### src/rtl/fsc_pkg.sv
package fsc_pkg;

  // Power-state machine encoding
  typedef enum logic [1:0] {
    PWR_RUN   = 2'd0,  // normal power, entry allowed
    PWR_SLEEP = 2'd1,  // low-power state, SUSPEND driven high
    PWR_HOLD  = 2'd2   // woken by bus activity, waiting for request release
  } pwr_state_t;

endpackage

### src/rtl/fsc_frame_timer.sv
module fsc_frame_timer #(
  parameter int FRAME_CLKS = 12000,
  parameter int PULSE_CLKS = 12
) (
  input  logic clk,
  input  logic rst,
  input  logic mark_i,
  output logic sof_o
);

  localparam int CW = $clog2(FRAME_CLKS);
  localparam int PW = $clog2(PULSE_CLKS + 1);
  localparam logic [CW-1:0] CNT_LAST  = CW'(FRAME_CLKS - 1);
  localparam logic [PW-1:0] PLEN_INIT = PW'(PULSE_CLKS - 1);

  logic [CW-1:0] cnt_q;
  logic [PW-1:0] plen_q;
  logic          sof_q;
  logic          frame_start;

  // a received marker wins; otherwise the counter wraps on its own
  assign frame_start = mark_i || (cnt_q == CNT_LAST);

  always_ff @(posedge clk) begin
    if (rst) begin
      cnt_q  <= '0;
      plen_q <= '0;
      sof_q  <= 1'b0;
    end else if (frame_start) begin
      cnt_q  <= '0;
      plen_q <= PLEN_INIT;
      sof_q  <= 1'b1;
    end else begin
      cnt_q <= cnt_q + 1'b1;
      if (plen_q != '0) begin
        plen_q <= plen_q - 1'b1;
      end else begin
        sof_q <= 1'b0;
      end
    end
  end

  assign sof_o = sof_q;

  AST_MARK_STROBE: assert property (@(posedge clk) disable iff (rst)
    mark_i |=> sof_q);
  AST_FREE_RUN: assert property (@(posedge clk) disable iff (rst)
    (cnt_q == CNT_LAST) |=> sof_q);
  AST_MARK_REALIGN: assert property (@(posedge clk) disable iff (rst)
    mark_i |=> (cnt_q == '0));

endmodule

### src/rtl/fsc_aux_filter.sv
module fsc_aux_filter #(
  parameter int SYNC_STAGES   = 2,
  parameter int AUX_FILT_CLKS = 12000
) (
  input  logic clk,
  input  logic rst,
  input  logic aux_pin_i,
  output logic aux_on_o
);

  localparam int FW = $clog2(AUX_FILT_CLKS);
  localparam logic [FW-1:0] FILT_LAST = FW'(AUX_FILT_CLKS - 1);

  logic [SYNC_STAGES-1:0] sync_q;
  logic [SYNC_STAGES-1:0] sync_d;
  logic                   level_s;
  logic [FW-1:0]          stab_q;
  logic                   aux_q;

  generate
    if (SYNC_STAGES > 1) begin : g_chain
      assign sync_d = {sync_q[SYNC_STAGES-2:0], aux_pin_i};
    end else begin : g_single
      assign sync_d = aux_pin_i;
    end
  endgenerate

  assign level_s = sync_q[SYNC_STAGES-1];

  always_ff @(posedge clk) begin
    if (rst) begin
      sync_q <= '0;
      stab_q <= '0;
      aux_q  <= 1'b0;
    end else begin
      sync_q <= sync_d;
      if (level_s == aux_q) begin
        stab_q <= '0;
      end else if (stab_q == FILT_LAST) begin
        aux_q  <= level_s;
        stab_q <= '0;
      end else begin
        stab_q <= stab_q + 1'b1;
      end
    end
  end

  assign aux_on_o = aux_q;

  AST_AUX_SETTLED: assert property (@(posedge clk) disable iff (rst)
    !$stable(aux_q) |-> ((aux_q == $past(level_s)) && ($past(stab_q) == FILT_LAST)));

endmodule

### src/rtl/fsc_power_fsm.sv
module fsc_power_fsm
  import fsc_pkg::*;
(
  input  logic clk,
  input  logic rst,
  input  logic act_i,
  input  logic susp_req_i,
  input  logic bus_conn_i,
  input  logic aux_on_i,
  output logic suspend_o
);

  pwr_state_t st_q, st_d;
  logic       want_low;
  logic       susp_q;

  assign want_low = susp_req_i || !bus_conn_i;

  always_comb begin
    st_d = st_q;
    unique case (st_q)
      PWR_RUN:   if (want_low && !aux_on_i && !act_i) st_d = PWR_SLEEP;
      PWR_SLEEP: begin
        if (!want_low || aux_on_i) st_d = PWR_RUN;
        else if (act_i)            st_d = PWR_HOLD;
      end
      PWR_HOLD:  if (!want_low) st_d = PWR_RUN;
      default:   st_d = PWR_RUN;
    endcase
  end

  always_ff @(posedge clk) begin
    if (rst) begin
      st_q   <= PWR_RUN;
      susp_q <= 1'b0;
    end else begin
      st_q   <= st_d;
      susp_q <= (st_d == PWR_SLEEP);
    end
  end

  assign suspend_o = susp_q;

  AST_SUSP_CAUSE: assert property (@(posedge clk) disable iff (rst)
    $rose(susp_q) |-> $past(susp_req_i || !bus_conn_i));
  AST_SUSP_VETO: assert property (@(posedge clk) disable iff (rst)
    $rose(susp_q) |-> !$past(aux_on_i));
  AST_SUSP_AUX_EXIT: assert property (@(posedge clk) disable iff (rst)
    (susp_q && aux_on_i) |=> !susp_q);
  AST_SUSP_WAKE: assert property (@(posedge clk) disable iff (rst)
    (susp_q && act_i) |=> !susp_q);
  AST_SUSP_RELEASE: assert property (@(posedge clk) disable iff (rst)
    (susp_q && !susp_req_i && bus_conn_i) |=> !susp_q);

endmodule

### src/rtl/frame_suspend_ctrl.sv
module frame_suspend_ctrl #(
  parameter int FRAME_CLKS    = 12000,
  parameter int PULSE_CLKS    = 12,
  parameter int SYNC_STAGES   = 2,
  parameter int AUX_FILT_CLKS = 12000
) (
  input  logic clk,
  input  logic rst,
  input  logic frame_mark_i,
  input  logic susp_req_i,
  input  logic bus_conn_i,
  input  logic aux_en_i,
  output logic sof_o,
  output logic suspend_o,
  output logic aux_sel_o
);

  logic aux_on;

  fsc_frame_timer #(
    .FRAME_CLKS (FRAME_CLKS),
    .PULSE_CLKS (PULSE_CLKS)
  ) u_timer (
    .clk    (clk),
    .rst    (rst),
    .mark_i (frame_mark_i),
    .sof_o  (sof_o)
  );

  fsc_aux_filter #(
    .SYNC_STAGES   (SYNC_STAGES),
    .AUX_FILT_CLKS (AUX_FILT_CLKS)
  ) u_aux (
    .clk       (clk),
    .rst       (rst),
    .aux_pin_i (aux_en_i),
    .aux_on_o  (aux_on)
  );

  fsc_power_fsm u_pwr (
    .clk        (clk),
    .rst        (rst),
    .act_i      (frame_mark_i),
    .susp_req_i (susp_req_i),
    .bus_conn_i (bus_conn_i),
    .aux_on_i   (aux_on),
    .suspend_o  (suspend_o)
  );

  assign aux_sel_o = aux_on;

  AST_RESET_QUIET: assert property (@(posedge clk)
    $past(rst) |-> (!sof_o && !suspend_o && !aux_sel_o));

endmodule

### config.mk
export PLATFORM = sky130hd
export DESIGN_NAME = frame_suspend_ctrl
export DESIGN_NICKNAME = d
export VERILOG_FILES = /design/src/rtl/fsc_pkg.sv /design/src/rtl/fsc_frame_timer.sv /design/src/rtl/fsc_aux_filter.sv /design/src/rtl/fsc_power_fsm.sv /design/src/rtl/frame_suspend_ctrl.sv
export SDC_FILE = /design/constraint.sdc
export NUM_CORES = 1
export LEC_CHECK = 0
export BUFFER_PORTS_ARGS = -buffer_cell sky130_fd_sc_hd__buf_2
export CAP_MARGIN = 10
export CORE_MARGIN = 3
export CORE_UTILIZATION = 45
export DETAILED_ROUTE_END_ITERATION = 10
export SKIP_CTS_REPAIR_TIMING = 1
export SLEW_MARGIN = 0
export SYNTH_ARGS = -nofsm -noshare
export SYNTH_HDL_FRONTEND = slang
export SYNTH_SLANG_ARGS = --single-unit
### constraint.sdc
create_clock -name clk -period 1.6 [get_ports clk]
set_clock_uncertainty 0.2 [all_clocks]
set_input_delay 0.4 -clock clk [delete_from_list [all_inputs] [get_ports clk]]
set_output_delay 0.4 -clock clk [all_outputs]
set_load 0.02 [all_outputs]
==> metrics <==
Placer Congestion=0.801; power per cell area=roughly 950 nW/µm²; Setup Viol. Count Final=0; WP data arrival=approximately 1.5 ns; detailed router's first-iteration violation count=between 50 and 60; commonest non-fill, non-tap cell in the layout=dfxtp_1; initial antenna violation count=0; CTS buffer count=5; Final min period=1.54 ns; # IOs=9; Slew Limit Fails=0; fillers=302; drt first pass iters=4; f_max=648 MHz; root buf cell=clkbuf_8; diodes inserted=0; TritonCTS clock tree=done; YS warnings=0; Hold Vio Cnt, Final=0; CTS Buffer Depth=2; Die X=66.9 µm; CP Launch Type=flip-flop; first-pass GRT wire length=roughly 5200 µm; Final ANT Viol Nets=0; Std-Cell Rows=21; share of layout cells above drive strength 1=a little over a quarter; die area=4480 µm²; register bit total from synthesis=39; # clock sinks=39; Worst-Margin Slew=0.334 ns; crit share post-route=just under 100%; slew margin rel.=between 70% and 80%; status=completed; Mapped Cells=173; most frequent cells in the layout=dfxtp_1, nor2_1, xor2_1; max-cap violations=0; area of the core=3440 µm²; Final HPWL DP=approximately 2100 µm; worst hold margin=roughly 0.13 ns; Die Height=between 60 and 70 µm; Vias/cell=roughly 5; total gr overflow=0; largest net degree at the start of global routing=16; RSZ-0062 raised after global routing=yes; vias in the first global route=between 1,000 and 1,500; Netlist Area Pre-Place=between 1500 and 2000 µm²; Initial Util=48.5%; Final Cell Area=2010 µm²; detailed-route via count=between 1,000 and 1,500; fin cells=around 250; WL/cell=12.7 µm; routed wire length=3130 µm; Final Net Count=208; sequential share of the synthesized area=a little under half; Critical Path Fanout Max=4; Crit. End Element=flip-flop; DRC Markers=0; Max VDD drop=about 600 µV; Worst Path Required=between 1.5 and 2 ns; Total GRT Usage=15.3%; Clk Latency, worst-skew pair=~0.28 ns; placed cell areas=around 1800 µm²; Inst Count DP=234; Leak Pwr=about 0.75 nW; Hold Crit Class=in2reg; Netlist cell types=34; number of H-tree levels=2; Area growth, synth to finish=20.5%; syn_area_per_cell=a little under 10 µm²; Clk pin slew, worst setup/hold paths=0.08 ns; # port buffers=8; WS Path Type=reg2reg; Syn Nets=around 180
[cells in the mapped netlist (all sizes together)]
| cell | count | area share, % |
|---|---|---|
| dfxtp | 39 | 47 |
| nor2 | 31 | 7.9 |
| xor2 | 16 | 8.4 |
| nand3 | 14 | 4.5 |
| xnor2 | 10 | 5.2 |
| and3 | 8 | 3.3 |
| nand4 | 8 | 3.0 |
| nand2 | 7 | 1.6 |
| a21oi | 6 | 1.8 |
| nor4 | 4 | 1.5 |
| and4 | 3 | 1.7 |
| buf | 3 | 1.8 |
| inv | 3 | 0.67 |
| nand2b | 3 | 1.6 |
| and2 | 2 | 0.75 |
| ha | 2 | 1.5 |
| nor2b | 2 | 0.75 |
| nor3 | 2 | 0.60 |
| nor4b | 2 | 1.9 |
| a21o | 1 | 0.45 |
| a41oi | 1 | 1.6 |
| clkbuf | 1 | 0.22 |
| mux2i | 1 | 0.60 |
| o21ai | 1 | 0.30 |
| o31ai | 1 | 0.45 |
| or4 | 1 | 0.45 |
| or4b | 1 | 0.60 |
[metal layers]
| metal | GRT usage (%) | up-vias | part of all wire (%) |
|---|---|---|---|
| met2 | 24.9 | 28 | 47 |
| met5 | 0 | - | 0 |
| li1 | - | 649 | - |
| met3 | 5.23 | 4 | 3.7 |
| met1 | 18.9 | 587 | 48 |
| met4 | 4.56 | 0 | 0.90 |
[sequential cells by signal, indices dropped and copies added, names as in the netlist]
| signal | flops |
|---|---|
| u_aux.aux_on_o | 1 |
| u_aux.stab_q | 14 |
| u_aux.sync_q | 2 |
| u_pwr.st_q | 2 |
| u_pwr.suspend_o | 1 |
| u_timer.cnt_q | 14 |
| u_timer.plen_q | 4 |
| u_timer.sof_o | 1 |
[final timing paths]
check	from	end	slack, ns	cells past startpoint
min	aux_en_i	u_aux.sync_q[0]$_SDFF_PP0_	0.13	2
max reg2reg	u_timer.cnt_q[5]$_SDFF_PP0_	u_timer.cnt_q[7]$_SDFF_PP0_	0.06	5
min reg2reg	u_timer.cnt_q[0]$_SDFF_PP0_	u_timer.cnt_q[0]$_SDFF_PP0_	0.24	1
max	u_timer.cnt_q[5]$_SDFF_PP0_	u_timer.cnt_q[7]$_SDFF_PP0_	0.06	5
[stage by stage]
stage	setup TNS (ns)	util (%)	setup WS [ns]	power [W]
2_1_floorplan	0	-	0.00404	0.00108
3_3_place_gp	0	52.8	0.0255	0.00110
3_5_place_dp	-0.00941	52.8	-0.00410	0.00110
4_1_cts	-0.0886	56.2	-0.0147	0.00193
5_1_grt	-0.0665	58.4	-0.0217	0.00200
6_report	0	58.4	0.0561	0.00192
[cell type report]
cell class              count  area [µm²]  area share (%)
clock buffers               6        82.6            4.11
flip-flops and latches     39         783            39.0
repair buffers             22         149            7.41
multi-input cells         129         892            44.4
inverters                   3        11.3           0.560
well taps                  46        57.6            2.86
clock inverters             2        35.0            1.74
[kinds of logic (layout without fill, tap and decap cells)]
logic type | count (synthesis) | in the layout | share of synthesized area (%)
adder cells (fa/ha/maj) | 2 | 2 | 1.50
flip-flops | 39 | 39 | 46.8
AO/OA/AOI/OAI | 10 | 10 | 4.65
AND/OR/NAND/NOR | 88 | 90 | 30.1
buffers and inverters | 7 | 33 | 2.70
multiplexers | 1 | 1 | 0.600
XOR/XNOR | 26 | 26 | 13.6
[worst max-delay path: stages, from the launching register on]
cell and delay, ns:
dfxtp_1 0.42, nand3_1 0.24, buf_4 0.21, nor3_1 0.17, xnor2_1 0.15, nor2_1 0.05
[report_power, final]
group / switching, W / internal (W)
sequential: 0.0000147 / 0.000989
clock: 0.000323 / 0.000504
combinational: 0.0000463 / 0.0000381
total: 0.000384 / 0.00153
No activity file was read; power rests on OpenSTA's default activity.
